--- config.mk ---
export PLATFORM = sky130hd
export DESIGN_NAME = pcsr_bank
export DESIGN_NICKNAME = d
export VERILOG_FILES = /design/src/rtl/pcsr_pkg.sv /design/src/rtl/pcsr_decode.sv /design/src/rtl/pcsr_mreg.sv /design/src/rtl/pcsr_status.sv /design/src/rtl/pcsr_bank.sv
export SDC_FILE = /design/constraint.sdc
export NUM_CORES = 1
export LEC_CHECK = 0
export BUFFER_PORTS_ARGS = -buffer_cell sky130_fd_sc_hd__buf_2
export CORE_UTILIZATION = 48
export DETAILED_ROUTE_END_ITERATION = 7
export PLACE_DENSITY = 0.81
export RECOVER_POWER = 100
export SYNTH_ARGS = -nofsm -noshare
export SYNTH_HDL_FRONTEND = slang
export SYNTH_SLANG_ARGS = --single-unit
--- constraint.sdc ---
create_clock -name clk -period 2.21 [get_ports clk]
set_input_delay 0.5525 -clock clk [delete_from_list [all_inputs] [get_ports clk]]
set_output_delay 0.5525 -clock clk [all_outputs]
set_load 0.02 [all_outputs]
--- src/rtl/pcsr_pkg.sv ---
package pcsr_pkg;

  // register addresses (8-bit map)
  localparam logic [7:0] A_STAT   = 8'h00;
  localparam logic [7:0] A_IEN    = 8'h01;
  localparam logic [7:0] A_IPEND  = 8'h02;
  localparam logic [7:0] A_IDELEG = 8'h03;
  localparam logic [7:0] A_EDELEG = 8'h04;
  localparam logic [7:0] A_MVEC   = 8'h05;
  localparam logic [7:0] A_UCEN   = 8'h06;
  localparam logic [7:0] A_SCEN   = 8'h07;
  localparam logic [7:0] A_SSTAT  = 8'h10;
  localparam logic [7:0] A_SIEN   = 8'h11;
  localparam logic [7:0] A_SPEND  = 8'h12;
  localparam logic [7:0] A_SVEC   = 8'h15;

  // status field positions
  localparam int MPP_LO = 5;
  localparam int MPP_HI = 6;
  localparam int FS_LO  = 7;
  localparam int FS_HI  = 8;
  localparam int XS_LO  = 9;
  localparam int XS_HI  = 10;
  localparam int VM_LO  = 16;
  localparam int VM_HI  = 20;

  localparam logic [1:0] PRIV_RSVD = 2'd2;

  // translation mode codes
  localparam logic [4:0] VM_BARE = 5'd0;
  localparam logic [4:0] VM_P32  = 5'd8;
  localparam logic [4:0] VM_P39  = 5'd9;
  localparam logic [4:0] VM_P48  = 5'd10;

  // write masks
  localparam logic [63:0] MWR_MASK_EXT   = 64'h1F9F;
  localparam logic [63:0] MWR_MASK_NOEXT = 64'h199F;
  localparam logic [63:0] SVIEW_MASK     = 64'h1795;
  localparam logic [63:0] IRQ_DELEG_MASK = 64'h222;
  localparam logic [63:0] IRQ_EN_MASK    = 64'h2AA;
  localparam logic [63:0] IRQ_PEND_MASK  = 64'h22;
  localparam logic [63:0] CEN_MASK       = 64'h7;

  typedef struct packed {
    logic stat;
    logic ien;
    logic ipend;
    logic ideleg;
    logic edeleg;
    logic mvec;
    logic ucen;
    logic scen;
    logic sstat;
    logic sien;
    logic spend;
    logic svec;
  } sel_t;

  function automatic logic vm_legal(input int xlen, input logic [4:0] v);
    return (v == VM_BARE) ||
           ((xlen == 32) && (v == VM_P32)) ||
           ((xlen == 64) && ((v == VM_P39) || (v == VM_P48)));
  endfunction

endpackage

--- src/rtl/pcsr_decode.sv ---
module pcsr_decode
  import pcsr_pkg::*;
#(
  parameter int AW = 8
) (
  input  logic [AW-1:0] addr,
  output sel_t          sel,
  output logic          hit
);

  always_comb begin
    sel = '0;
    hit = 1'b1;
    case (addr)
      AW'(A_STAT):   sel.stat   = 1'b1;
      AW'(A_IEN):    sel.ien    = 1'b1;
      AW'(A_IPEND):  sel.ipend  = 1'b1;
      AW'(A_IDELEG): sel.ideleg = 1'b1;
      AW'(A_EDELEG): sel.edeleg = 1'b1;
      AW'(A_MVEC):   sel.mvec   = 1'b1;
      AW'(A_UCEN):   sel.ucen   = 1'b1;
      AW'(A_SCEN):   sel.scen   = 1'b1;
      AW'(A_SSTAT):  sel.sstat  = 1'b1;
      AW'(A_SIEN):   sel.sien   = 1'b1;
      AW'(A_SPEND):  sel.spend  = 1'b1;
      AW'(A_SVEC):   sel.svec   = 1'b1;
      default:       hit        = 1'b0;
    endcase
  end

endmodule

--- src/rtl/pcsr_mreg.sv ---
module pcsr_mreg #(
  parameter int           W    = 32,
  parameter logic [W-1:0] MASK = '1,
  parameter logic [W-1:0] RST  = '0
) (
  input  logic         clk,
  input  logic         rst,
  input  logic         we,
  input  logic [W-1:0] d,
  output logic [W-1:0] q
);

  localparam logic [W-1:0] RST_M = RST & MASK;

  always_ff @(posedge clk) begin
    if (rst)     q <= RST_M;
    else if (we) q <= d & MASK;
  end

endmodule

--- src/rtl/pcsr_status.sv ---
module pcsr_status
  import pcsr_pkg::*;
#(
  parameter int XLEN    = 32,
  parameter bit HAS_EXT = 1'b1
) (
  input  logic            clk,
  input  logic            rst,
  input  logic            wr_m,
  input  logic            wr_s,
  input  logic [XLEN-1:0] wdata,
  output logic [XLEN-1:0] stat
);

  localparam logic [XLEN-1:0] S_MASK = XLEN'(SVIEW_MASK);
  localparam logic [XLEN-1:0] M_MASK = XLEN'(HAS_EXT ? MWR_MASK_EXT : MWR_MASK_NOEXT);

  logic [XLEN-1:0] merged;
  logic [XLEN-1:0] nxt;

  always_comb begin
    merged = wr_s ? ((stat & ~S_MASK) | (wdata & S_MASK)) : wdata;
    nxt    = (stat & ~M_MASK) | (merged & M_MASK);
    if (vm_legal(XLEN, merged[VM_HI:VM_LO]))
      nxt[VM_HI:VM_LO] = merged[VM_HI:VM_LO];
    if (merged[MPP_HI:MPP_LO] != PRIV_RSVD)
      nxt[MPP_HI:MPP_LO] = merged[MPP_HI:MPP_LO];
    nxt[XLEN-1] = (&nxt[FS_HI:FS_LO]) | (&nxt[XS_HI:XS_LO]);
  end

  always_ff @(posedge clk) begin
    if (rst)              stat <= '0;
    else if (wr_m | wr_s) stat <= nxt;
  end

endmodule

--- src/rtl/pcsr_bank.sv ---
module pcsr_bank
  import pcsr_pkg::*;
#(
  parameter int          XLEN        = 32,
  parameter int          AW          = 8,
  parameter bit          HAS_EXT     = 1'b1,
  parameter logic [63:0] RESET_VEC   = 64'h100,
  parameter logic [63:0] EDELEG_MASK = 64'hB3FF
) (
  input  logic            clk,
  input  logic            rst,
  input  logic            csr_en,
  input  logic            csr_we,
  input  logic [AW-1:0]   csr_addr,
  input  logic [XLEN-1:0] csr_wdata,
  output logic [XLEN-1:0] csr_rdata,
  output logic            csr_illegal,
  output logic [XLEN-1:0] stat_o,
  output logic [XLEN-1:0] ien_o,
  output logic [XLEN-1:0] ipend_o,
  output logic [XLEN-1:0] ideleg_o,
  output logic [XLEN-1:0] edeleg_o,
  output logic [XLEN-1:0] mvec_o,
  output logic [XLEN-1:0] svec_o
);

  localparam logic [XLEN-1:0] S_MASK   = XLEN'(SVIEW_MASK);
  localparam logic [XLEN-1:0] SD_BIT   = XLEN'(1) << (XLEN - 1);
  localparam logic [XLEN-1:0] VEC_MASK = ~XLEN'(3);
  localparam int              NCEN     = 2;

  sel_t            sel;
  logic            hit;
  logic            wr;
  logic [XLEN-1:0] ien_d, pend_d;
  logic [XLEN-1:0] cen_q [NCEN];
  logic [NCEN-1:0] cen_we;
  logic [XLEN-1:0] rv;

  pcsr_decode #(.AW(AW)) u_dec (
    .addr (csr_addr),
    .sel  (sel),
    .hit  (hit)
  );

  assign wr = csr_en & csr_we & hit;

  pcsr_status #(.XLEN(XLEN), .HAS_EXT(HAS_EXT)) u_stat (
    .clk   (clk),
    .rst   (rst),
    .wr_m  (wr & sel.stat),
    .wr_s  (wr & sel.sstat),
    .wdata (csr_wdata),
    .stat  (stat_o)
  );

  // supervisor views merge through the delegation word
  always_comb begin
    ien_d  = sel.sien  ? ((ien_o   & ~ideleg_o) | (csr_wdata & ideleg_o)) : csr_wdata;
    pend_d = sel.spend ? ((ipend_o & ~ideleg_o) | (csr_wdata & ideleg_o)) : csr_wdata;
  end

  pcsr_mreg #(.W(XLEN), .MASK(XLEN'(IRQ_EN_MASK))) u_ien (
    .clk (clk), .rst (rst), .we (wr & (sel.ien | sel.sien)),
    .d (ien_d), .q (ien_o)
  );

  pcsr_mreg #(.W(XLEN), .MASK(XLEN'(IRQ_PEND_MASK))) u_pend (
    .clk (clk), .rst (rst), .we (wr & (sel.ipend | sel.spend)),
    .d (pend_d), .q (ipend_o)
  );

  pcsr_mreg #(.W(XLEN), .MASK(XLEN'(IRQ_DELEG_MASK))) u_ideleg (
    .clk (clk), .rst (rst), .we (wr & sel.ideleg),
    .d (csr_wdata), .q (ideleg_o)
  );

  pcsr_mreg #(.W(XLEN), .MASK(XLEN'(EDELEG_MASK))) u_edeleg (
    .clk (clk), .rst (rst), .we (wr & sel.edeleg),
    .d (csr_wdata), .q (edeleg_o)
  );

  pcsr_mreg #(.W(XLEN), .MASK(VEC_MASK), .RST(XLEN'(RESET_VEC))) u_mvec (
    .clk (clk), .rst (rst), .we (wr & sel.mvec),
    .d (csr_wdata), .q (mvec_o)
  );

  pcsr_mreg #(.W(XLEN), .MASK(VEC_MASK)) u_svec (
    .clk (clk), .rst (rst), .we (wr & sel.svec),
    .d (csr_wdata), .q (svec_o)
  );

  assign cen_we = {wr & sel.scen, wr & sel.ucen};

  generate
    for (genvar i = 0; i < NCEN; i++) begin : g_cen
      pcsr_mreg #(.W(XLEN), .MASK(XLEN'(CEN_MASK))) u_cen (
        .clk (clk), .rst (rst), .we (cen_we[i]),
        .d (csr_wdata), .q (cen_q[i])
      );
    end
  endgenerate

  always_comb begin
    rv = '0;
    unique case (1'b1)
      sel.stat:   rv = stat_o;
      sel.ien:    rv = ien_o;
      sel.ipend:  rv = ipend_o;
      sel.ideleg: rv = ideleg_o;
      sel.edeleg: rv = edeleg_o;
      sel.mvec:   rv = mvec_o;
      sel.ucen:   rv = cen_q[0];
      sel.scen:   rv = cen_q[1];
      sel.sstat:  rv = (stat_o & S_MASK) | (stat_o & SD_BIT);
      sel.sien:   rv = ien_o & ideleg_o;
      sel.spend:  rv = ipend_o & ideleg_o;
      sel.svec:   rv = svec_o;
      default:    rv = '0;
    endcase
  end

  always_ff @(posedge clk) begin
    if (rst) begin
      csr_rdata   <= '0;
      csr_illegal <= 1'b0;
    end else begin
      csr_illegal <= csr_en & ~hit;
      if (csr_en) csr_rdata <= hit ? rv : '0;
    end
  end

endmodule

==> key figures, run 1 <==
Outcome
  • Status: finished clean

CTS
  • Clock latency on the worst-skew pair: roughly 0.42 ns
  • Post-CTS setup buffer count: 0
  • Hold_buf cts: 0
  • Clk root buf: clkbuf_16
  • Clock Sinks: 141
  • PostCTS Resize Cnt: 0
  • H-tree Lvls: 4
  • CTS tree: done
  • Clock slew at reported path FFs: 0.06 ns
  • CTS buffer count: 17
  • Deepest clock path buffer count: 2

Worst setup path
  • Reg-to-reg startpoint: u_mvec.q[2]$_SDFFE_PP0P_
  • Crit end category: register
  • Worst EP required: ~2.5 ns
  • Worst-path maximum fanout: 4
  • Startpoint Class: input pin
  • Critical Path Start: csr_addr[7]
  • CP arrival: 2.28 ns
  • Critical path class: in2reg

Timing
  • Tcrit/Tclk final: 89.4%
  • Clock Skew: between 0.005 and 0.006 ns
  • Final setup viols: 0
  • Transition time at the pin with the least slew margin: between 0.9 and 1 ns
  • Final Slew Violations: 0
  • RSZ-0062 raised after global routing: no
  • FMAX: 506 MHz
  • Hold Vio Cnt, Final: 0
  • Tmin final: about 2.0 ns
  • Setup TNS Final: 0 ns
  • Slew HR: between 30 and 40%

GRT
  • Largest net degree at the start of global routing: 43
  • Initial antenna violation count: 0
  • First-pass GRT wire length: between 30000 and 40000 µm
  • Number of global-route vias before repair: a little under 6000
  • Total track usage: between 20% and 30%
  • Gr ovfl total: 0

Power
  • Lkg Pwr: 3.26 nW
  • Switching portion of total power: a little under a quarter
  • Clock network fraction of design power: about 50%
  • P_int: about 0.0047 W
  • Pwr/cell area: 758 nW/µm²
  • Logic pwr share: about 7.3%
  • Reg power frac: around two fifths
  • Switching Power: approximately 0.0014 W
  • VDD IR max: between 0.5 and 0.6 mV

Floorplan
  • I/O pins: about 300
  • Die footprint: 14700 µm²
  • Die W: roughly 120 µm
  • Std cell rows: 43
  • Die height: about 120 µm
  • Initial core utilization: approximately 49%
  • Placeable Area: between 10000 and 15000 µm²

Synthesis
  • Top cells by area, synth: dfxtp_1 (41%), buf_4 (13%), nand2_1 (8.8%)
  • Register bit total from synthesis: between 100 and 150
  • Commonest cells in the synthesized netlist: nand2_1 (160), dfxtp_1 (141), buf_4 (123)
  • Synth top area share: 41.3%
  • Async SR Flop Fraction: 0%
  • Sequential element share of the synthesized area: 41.3%
  • Synth area leader: dfxtp_1
  • Post-synth EDFFs: 0
  • Distinct cells, synth: 59
  • Most frequent cell after synthesis: nand2_1
  • Netlist area before placement: between 6000 and 7000 µm²
  • Ys flop type: dfxtp_1
  • Synth Instances: between 800 and 900
  • Avg Inst Size Synth: between 8 and 9 µm²
  • Synth warn: 0

Detailed routing
  • Routed WL per cell: ~17 µm
  • DRT iter0 DRCs: between 400 and 500
  • Total number of vias: between 6000 and 7000
  • Avg Vias per Cell: approximately 5.2
  • Drt drc: 0
  • Final WL: between 15000 and 20000 µm
  • Pre-antenna DRT Iters: 6
  • Routed Antenna Nets: 0

Place
  • RePlAce Congestion: between 0.8 and 0.9
  • Number of I/O port buffers: about 180
  • DP HPWL: between 10000 and 15000 µm

Job
  • Max_cap viols: 0

Worst hold path
  • Hold_sp: csr_wdata[31]
  • Hold WC Path Type: in2reg

Cells and area
  • Layout cells sized above 1: between 10% and 20%
  • P&R area growth vs syn: 18.1%
  • Final net count: about 1100
  • Antenna fix cells: 0
  • Fill count: 1362
  • Post-route core utilization: between 50% and 60%
==> kinds of logic after synthesis <==
group / synth area share [%]
compound gates: 13.6
buf+inv: 16.8
flops: 41.3
mux: 9.20
other cells: 0.0548
simple gates: 19.1
==> cell type report <==
type	count	area (µm²)	share of cell area [%]
clock buffer	21	460	5.70
clock inverter	11	189	2.34
inverter	2	7.51	0.0930
multi-input combinational	624	3300	40.9
sequential	141	2820	35.0
tap	180	225	2.79
timing repair buffer	222	1070	13.2
==> routing by layer <==
metal	track usage [%]	up-vias	share of wire (%)
met1	33.2	2960	41
met5	0	-	0
li1	-	2904	-
met3	8.51	41	9.1
met2	45.0	351	48
met4	9.57	0	2.1
==> metrics by stage <==
stage                     setup slack [ns]  std cells  total power [W]  area [µm²]  hold slack [ns]
final                                0.234       1201          0.00612        8080            0.377
after global routing                 0.145       1201          0.00630        8080            0.368
after CTS                            0.401       1201          0.00615        8300            0.364
after detailed placement           0.00570       1169          0.00304        7650            0.444
after global placement              0.0319       1169          0.00304        7650            0.429
after floorplan                      0.186        939          0.00307        7290            0.458
==> power groups by stage <==
stage	clock, W	combinational, W	sequential, W
final	0.00313	0.000444	0.00255
after global routing	0.00328	0.000476	0.00255
after CTS	0.00316	0.000439	0.00255
after detailed placement	0	0.000438	0.00260
after global placement	0	0.000439	0.00260
after floorplan	0	0.000467	0.00261
==> worst max-delay path, cell delays in order <==
cell and delay, ns:
clkbuf_1 0.18, or4_4 0.60, nor3_1 0.40, and2_1 0.28
mux2i_1 0.21, nor2_1 0.05
==> cells in the final DEF (no fill, tap or decap), types with 3 or more instances in the layout <==
| master | n |
|---|---|
| a221oi_1 | 6 |
| clkbuf_16 | 17 |
| buf_12 | 3 |
| nor2_1 | 76 |
| conb_1 | 122 |
| a2bb2oi_1 | 6 |
| clkbuf_1 | 144 |
| and2_1 | 3 |
| a21oi_1 | 76 |
| o21ai_0 | 19 |
| and2_0 | 5 |
| nand4_1 | 4 |
| nand3_1 | 8 |
| bufinv_16 | 5 |
| a22oi_1 | 18 |
| buf_2 | 41 |
| mux2i_1 | 46 |
| mux2_2 | 13 |
| clkinv_2 | 3 |
| and3_1 | 5 |
| nor3_1 | 8 |
| a22o_1 | 11 |
| dfxtp_1 | 141 |
| nand2_1 | 160 |
| buf_4 | 35 |
==> state kept, by name (all words and copies together) (netlist names), named ones only <==
signal / flops
csr_rdata: 32
csr_illegal: 1
u_ideleg.q: 3
g_cen.u_cen.q: 6
u_ien.q: 2
u_svec.q: 30
u_stat.stat: 19
u_mvec.q: 30
u_edeleg.q: 13
==> path summary, 6_finish.rpt <==
kind         slack (ns)                    endpoint  depth (start not counted)
max                0.23     u_ien.q[3]$_SDFFE_PP0P_                          6
min                0.38   u_mvec.q[31]$_SDFFE_PP0P_                          3
max reg2reg        0.95   csr_rdata[2]$_SDFFE_PP0P_                          4
min reg2reg        0.46  csr_rdata[15]$_SDFFE_PP0P_                          2
No activity file was read; power rests on OpenSTA's default activity.
==> run 2, diff against run 1 <==
Settings changed: ABC_AREA set to 1.
==> run 2 against run 1 <==
  * Cell count rose by 9.7%
  * Critical endpoint is now u_svec.q[9]$_SDFFE_PP0P_
  * First-iteration DRC count fell by 3.0%
  * Highest routed layer unchanged
  * Worst setup slack improved by 0.012 ns
  * Routed wire length fell by 0.53%
  * Critical path depth rose by 4
  * Global-route usage fell by 0.10 points
  * Via count rose by 4.3%
  * Non-clock buffer count rose by 3
  * Clock power fell by 14%
==> key figures, run 2 <==
Worst setup path
  • Max incr delay on CP: 0.26 ns (-0.34 ns)
  • Worst EP required: 2.50 ns (about the same)
  • Startpoint Class: input pin
  • Crit end category: register
  • Crit path max-delay family: simple AND/OR/NAND/NOR gates
  • FF-to-FF setup slack: 0.92 ns (-0.03 ns)
  • Buf/Inv on CP: 4 (+3)
  • Levels on crit path: 10 (+4)
  • Worst r2r path cells: 2 (-2)
  • CP arrival: 2.26 ns (-0.02 ns)
  • Worst-path maximum fanout: 18 (+14)
  • CP Cell Sequence: buf_2 -> nor2_4 -> nand2_1 -> inv_1 -> nand2_1 -> inv_1 -> nand3_1 -> buf_4 -> o21ai_0 -> a21oi_1
  • Critical path class: in2reg
  • Slowest-stage cell, CP: nand2_1

CTS
  • H-tree Lvls: 4 (unchanged)
  • CTS buffer count: 17 (unchanged)
  • Clock slew at reported path FFs: 0.05 ns (about the same)
  • CTS tree: done
  • Clock Sinks: 141 (unchanged)
  • PostCTS Resize Cnt: 0 (unchanged)
  • Clock latency on the worst-skew pair: 0.42 ns (about the same)
  • Clk root buf: clkbuf_16
  • Deepest clock path buffer count: 2 (unchanged)
  • Post-CTS setup buffer count: 0 (unchanged)
  • Hold_buf cts: 0 (unchanged)

Power
  • Switching Power: 0.00141 W (-1.6%)
  • Switching portion of total power: 25.0% (+1.5 points)
  • Clock network fraction of design power: 47.7% (-3.4 points)
  • Pwr/cell area: 703 nW/µm² (-7.3%)
  • Lkg Pwr: 3.14 nW (-3.7%)
  • Logic pwr share: 7.3% (about the same)
  • P_int: 0.00424 W (-9.5%)
  • Reg power frac: 45.0% (+3.4 points)
  • VDD IR max: 0.478 mV (-5.0%)

Timing
  • Transition time at the pin with the least slew margin: 0.629 ns (-0.312 ns)
  • Final Slew Violations: 0 (unchanged)
  • Slew HR: 57.5% (+20 points)
  • Tmin final: 1.96 ns (-0.0116 ns)
  • RSZ-0062 raised after global routing: no
  • Worst hold slack: 0.380 ns (+0.00245 ns)
  • Clock Skew: 0.00523 ns (-0.0000817 ns)
  • Setup TNS Final: 0 ns (unchanged)
  • Final setup viols: 0 (unchanged)
  • Hold Vio Cnt, Final: 0 (unchanged)
  • Tcrit/Tclk final: 88.9% (-0.52 points)
  • FMAX: 509 MHz (+0.59%)

Floorplan
  • Die height: 121 µm (unchanged)
  • Placeable Area: 13900 µm² (unchanged)
  • I/O pins: 301 (unchanged)
  • Initial core utilization: 49.3% (unchanged)
  • Die W: 121 µm (unchanged)
  • Std cell rows: 43 (unchanged)
  • Die footprint: 14700 µm² (unchanged)

Synthesis
  • Ys flop type: dfxtp_1
  • Top cells by area, synth: dfxtp_1 (41%), buf_4 (13%), a21oi_1 (9.8%)
  • Distinct cells, synth: 33 (-44%)
  • Synth Instances: 925 (+13%)
  • Netlist area before placement: 6840 µm² (unchanged)
  • Avg Inst Size Synth: 7.39 µm² (-12%)
  • Synth area leader: dfxtp_1
  • Commonest cells in the synthesized netlist: nand2_1 (158), dfxtp_1 (141), a21oi_1 (134)
  • Post-synth EDFFs: 0 (unchanged)
  • Sequential element share of the synthesized area: 41.3% (unchanged)
  • Register bit total from synthesis: 141 (unchanged)
  • Synth top area share: 41.3% (unchanged)
  • Synth warn: 0 (unchanged)
  • Most frequent cell after synthesis: nand2_1
  • Async SR Flop Fraction: 0% (unchanged)

Detailed routing
  • Total number of vias: 6528 (+4.3%)
  • Avg Vias per Cell: 4.95 (-4.9%)
  • Pre-antenna DRT Iters: 4 (-2)
  • Final WL: 19900 µm (-0.53%)
  • Routed WL per cell: 15.1 µm (-9.4%)
  • Routed Antenna Nets: 0 (unchanged)
  • DRT iter0 DRCs: 458 (-3.0%)
  • Drt drc: 0 (unchanged)

Cells and area
  • Antenna fix cells: 0 (unchanged)
  • Final instance count without filler cells: 1318 (+9.7%)
  • Fill count: 1391 (+2.1%)
  • Largest registers: csr_rdata: 32 flops, u_mvec.q: 30 flops, u_svec.q: 30 flops
  • P&R area growth vs syn: 17.6%
  • Commonest non-fill, non-tap cell in the layout: nand2_1
  • Most frequent cells in the layout: nand2_1 (160), clkbuf_1 (143), dfxtp_1 (141), a21oi_1 (134), conb_1 (122)
  • Layout cells sized above 1: 11.5% (-1.2 points)
  • Post-route core utilization: 58.0% (-0.22 points)
  • Biggest register: csr_rdata
  • Final net count: 1170 (+11%)
  • Max FFs per register: 32 (unchanged)
  • Finished layout cell area: 8050 µm² (-0.37%)

GRT
  • Total track usage: 27.2% (-0.10 points)
  • Number of global-route vias before repair: 5925 (+2.6%)
  • M2 GR Usage: 45.3% (+0.32 points)
  • First-pass GRT wire length: 30600 µm (-0.32%)
  • Initial antenna violation count: 0 (unchanged)
  • Gr ovfl total: 0 (unchanged)
  • Gr busiest metal: met2
  • Met3 global-route usage: 5.36% (-3.1 points)
  • Grt met1 use: 34.2% (+1.0 points)
  • Largest net degree at the start of global routing: 52 (+21%)

Place
  • Number of I/O port buffers: 178 (unchanged)
  • Post-placement cell area: 7720 µm² (+0.98%)
  • DP HPWL: 14500 µm (+0.10%)
  • Inst Count DP: 1287 (+10%)
  • RePlAce Congestion: 0.905 (+1.7%)

Outcome
  • Status: finished clean

Worst hold path
  • Hold WC Path Type: in2reg
  • Hold depth: 2 (-1)

Job
  • Max_cap viols: 0 (unchanged)
[run 2: cell types whose count changed after synthesis, moves of 7 or more]
| cell | delta |
|---|---|
| nor2_1 | -39 |
| o22ai_1 | +17 |
| mux2_2 | -13 |
| a21oi_1 | +58 |
| and2_1 | -7 |
| nand3_1 | +7 |
| a22oi_1 | -18 |
| a22o_1 | -11 |
| mux2i_1 | -46 |
| inv_1 | +105 |
| o21ai_0 | +73 |
[run 2: kinds of logic after synthesis]
family          after synthesis  synth area share (%)
flops                       141                  41.3
other cells                   1                0.0548
compound gates              270                  21.0
buf+inv                     274                  22.1
simple gates                239                  15.6
[run 2: per-stage QoR]
stage / power, W / setup slack (ns)
after detailed placement: 0.00301 / -0.0423
after global routing: 0.00585 / 0.137
final: 0.00565 / 0.245
after CTS: 0.00569 / 0.375
after global placement: 0.00301 / 0.0465
after floorplan: 0.00306 / 0.377
[run 2: area by class of cell]
type,instances,area (µm²),share of cell area (%)
clock inverters,10,90.1,1.12
inverters,110,418,5.19
clock buffers,21,470,5.85
repair buffers,225,1090,13.6
multi-input cells,631,2930,36.4
well taps,180,225,2.80
flip-flops and latches,141,2820,35.1
[run 2: layer usage]
layer	up-vias	part of all wire, %
met5	-	0
met1	3020	43
met3	34	6.7
met2	301	48
met4	0	2.1
li1	3173	-
[run 2: final timing paths]
check                                           to                             start
hold / removal        u_stat.stat[19]$_SDFFE_PP0P_                     csr_wdata[19]
setup / recovery          u_svec.q[9]$_SDFFE_PP0P_                       csr_addr[7]
setup reg to reg      u_stat.stat[16]$_SDFFE_PP0P_      u_stat.stat[16]$_SDFFE_PP0P_
hold reg to reg   g_cen[0].u_cen.q[1]$_SDFFE_PP0P_  g_cen[0].u_cen.q[1]$_SDFFE_PP0P_
[run 2: worst register-to-register path: cells and delay by family, from the launching register on]
kind / cells / cell delay, ns
AO/OA/AOI/OAI: 2 / 0.81
flip-flops: 1 / 0.33
[run 2: power by group through the flow]
stage	Clock, W	Combinational [W]	Sequential, W
global placement	0	0.000407	0.00260
floorplan	0	0.000454	0.00260
global route	0.00285	0.000451	0.00254
detailed placement	0	0.000409	0.00260
CTS	0.00274	0.000411	0.00254
finish	0.00270	0.000413	0.00254
==> run 3, diff against run 2 <==
Settings changed: PLACE_DENSITY 0.81 to 0.79.
==> run 3 against run 2 <==
  * Cell area down 0.67%
  * Flip-flop and latch count unchanged
  * Worst setup slack worse by 0.0044 ns
  * Die area unchanged
  * Total power up 2.1%
  * Critical endpoint is now u_stat.stat[5]$_SDFFE_PP0P_
  * Highest routed layer unchanged
==> key figures, run 3 (synthesized netlist as in run 2, its figures left out) <==
CTS
  • CTS tree: done
  • Clock Sinks: 141 (unchanged)
  • Clock slew at reported path FFs: 0.06 ns (about the same)
  • H-tree Lvls: 4 (unchanged)
  • Clock latency on the worst-skew pair: 0.42 ns (about the same)
  • CTS buffer count: 17 (unchanged)
  • PostCTS Resize Cnt: 0 (unchanged)
  • Post-CTS setup buffer count: 0 (unchanged)
  • Clk root buf: clkbuf_16
  • Deepest clock path buffer count: 2 (unchanged)
  • Hold_buf cts: 0 (unchanged)

Cells and area
  • P&R area growth vs syn: 16.8%
  • Final net count: 1159 (-0.94%)
  • Commonest non-fill, non-tap cell in the layout: nand2_1
  • Max FFs per register: 32 (unchanged)
  • Most frequent cells in the layout: nand2_1 (159), clkbuf_1 (145), dfxtp_1 (141), a21oi_1 (134), conb_1 (122)
  • Largest registers: csr_rdata: 32 flops, u_mvec.q: 30 flops, u_svec.q: 30 flops
  • Biggest register: csr_rdata
  • Layout cells sized above 1: 10.5% (-1.0 points)
  • Antenna fix cells: 0 (unchanged)
  • Finished layout cell area: 7990 µm² (-0.67%)
  • Post-route core utilization: 57.6% (-0.39 points)

Timing
  • Transition time at the pin with the least slew margin: 0.650 ns (+0.0209 ns)
  • Setup TNS Final: 0 ns (unchanged)
  • Final Slew Violations: 0 (unchanged)
  • Tmin final: 1.97 ns (+0.00443 ns)
  • RSZ-0062 raised after global routing: no
  • Final setup viols: 0 (unchanged)
  • FMAX: 508 MHz (-0.23%)
  • Clock Skew: 0.00672 ns (+0.00150 ns)
  • Slew HR: 56.1% (-1.4 points)
  • Hold Vio Cnt, Final: 0 (unchanged)
  • Tcrit/Tclk final: 89.1% (+0.20 points)

GRT
  • Largest net degree at the start of global routing: 66 (+27%)
  • First-pass GRT wire length: 30200 µm (-1.4%)
  • Number of global-route vias before repair: 5817 (-1.8%)
  • Total track usage: 26.8% (-0.37 points)
  • Gr ovfl total: 0 (unchanged)
  • Initial antenna violation count: 0 (unchanged)

Place
  • DP HPWL: 14200 µm (-2.0%)
  • RePlAce Congestion: 0.922 (+1.9%)
  • Number of I/O port buffers: 178 (unchanged)
  • Post-placement cell area: 7650 µm² (-0.91%)

Worst setup path
  • Worst EP required: 2.55 ns (+0.05 ns)
  • Crit end category: register
  • Critical path class: in2reg
  • CP arrival: 2.31 ns (+0.05 ns)
  • Startpoint Class: input pin
  • Worst-path maximum fanout: 9 (-9)

Detailed routing
  • Routed WL per cell: 15.3 µm (+1.2%)
  • Total number of vias: 6562 (+0.52%)
  • Final WL: 19900 µm (+0.18%)
  • Avg Vias per Cell: 5.03 (+1.5%)
  • DRT iter0 DRCs: 525 (+15%)
  • Routed Antenna Nets: 0 (unchanged)
  • Pre-antenna DRT Iters: 5 (+1)
  • Drt drc: 0 (unchanged)

Outcome
  • Status: finished clean

Floorplan
  • Die footprint: 14700 µm² (unchanged)
  • Placeable Area: 13900 µm² (unchanged)
  • Die height: 121 µm (unchanged)
  • I/O pins: 301 (unchanged)
  • Initial core utilization: 49.3% (unchanged)
  • Die W: 121 µm (unchanged)
  • Std cell rows: 43 (unchanged)

Job
  • Max_cap viols: 0 (unchanged)

Power
  • Pwr/cell area: 722 nW/µm² (+2.8%)
  • VDD IR max: 0.707 mV (+48%)
  • Lkg Pwr: 3.10 nW (-1.1%)

Worst hold path
  • Hold WC Path Type: in2reg
[run 3: changes by cell type in the layout (fill, tap and decap cells not counted), moves of 2 or more]
| cell | before | now |
|---|---|---|
| bufinv_16 | 1 | 3 |
| buf_4 | 32 | 26 |
| clkbuf_4 | 2 | 0 |
| clkinvlp_4 | 3 | 1 |
| clkbuf_1 | 143 | 145 |
| clkinv_2 | 4 | 2 |
| clkbuf_8 | 3 | 1 |
| clkbuf_2 | 2 | 0 |
[run 3: per-stage QoR]
step                power (W)  hold slack [ns]  instances  worst slack, ns
finish                0.00577            0.389       1305            0.241
CTS                   0.00580            0.381       1305            0.420
floorplan             0.00306            0.424       1046            0.377
detailed placement    0.00300            0.437       1276           0.0698
global placement      0.00300            0.431       1276            0.113
global route          0.00596            0.390       1305            0.150
[run 3: path summary, 6_finish.rpt]
check                                        start                          endpoint  slack, ns  cells after the start
setup / recovery                       csr_addr[4]       u_stat.stat[5]$_SDFFE_PP0P_       0.24                     11
hold / removal                       csr_wdata[19]      u_stat.stat[19]$_SDFFE_PP0P_       0.39                      2
setup reg to reg      u_stat.stat[16]$_SDFFE_PP0P_      u_stat.stat[17]$_SDFFE_PP0P_       0.93                      2
hold reg to reg   g_cen[1].u_cen.q[0]$_SDFFE_PP0P_  g_cen[1].u_cen.q[0]$_SDFFE_PP0P_       0.45                      2
[run 3: critical path: stages]
cell and delay (ns):
clkbuf_1 0.10, nor2_1 0.19, nand2_1 0.21, nor2_1 0.15, nor2_1 0.08, nand3_4 0.15
buf_4 0.17, nand3_1 0.24, nand2_2 0.19, nand3_1 0.12, a21oi_1 0.15
[run 3: cell type report]
cell class              count  area, µm²
clock buffers              22        454
repair buffers            214       1030
flip-flops and latches    141       2820
inverters                 110        418
clock inverters             7        116
well taps                 180        225
multi-input cells         631       2920
fillers                  1400       5890
[run 3: power by group]
part	total (W)	leakage, nW	switching (W)	internal, W
logic	0.000411	1.69	0.000344	0.0000673
registers	0.00254	1.14	0.000000429	0.00254
clock network	0.00282	0.276	0.00104	0.00178
[run 3: per-layer routing]
metal / share of wire [%] / track usage [%] / vias to the layer above
met5: 0 / 0 / -
met4: 3.2 / 11.5 / 0
met3: 8.2 / 5.69 / 47
met2: 48 / 45.0 / 351
met1: 40 / 32.9 / 3019
li1: - / - / 3145
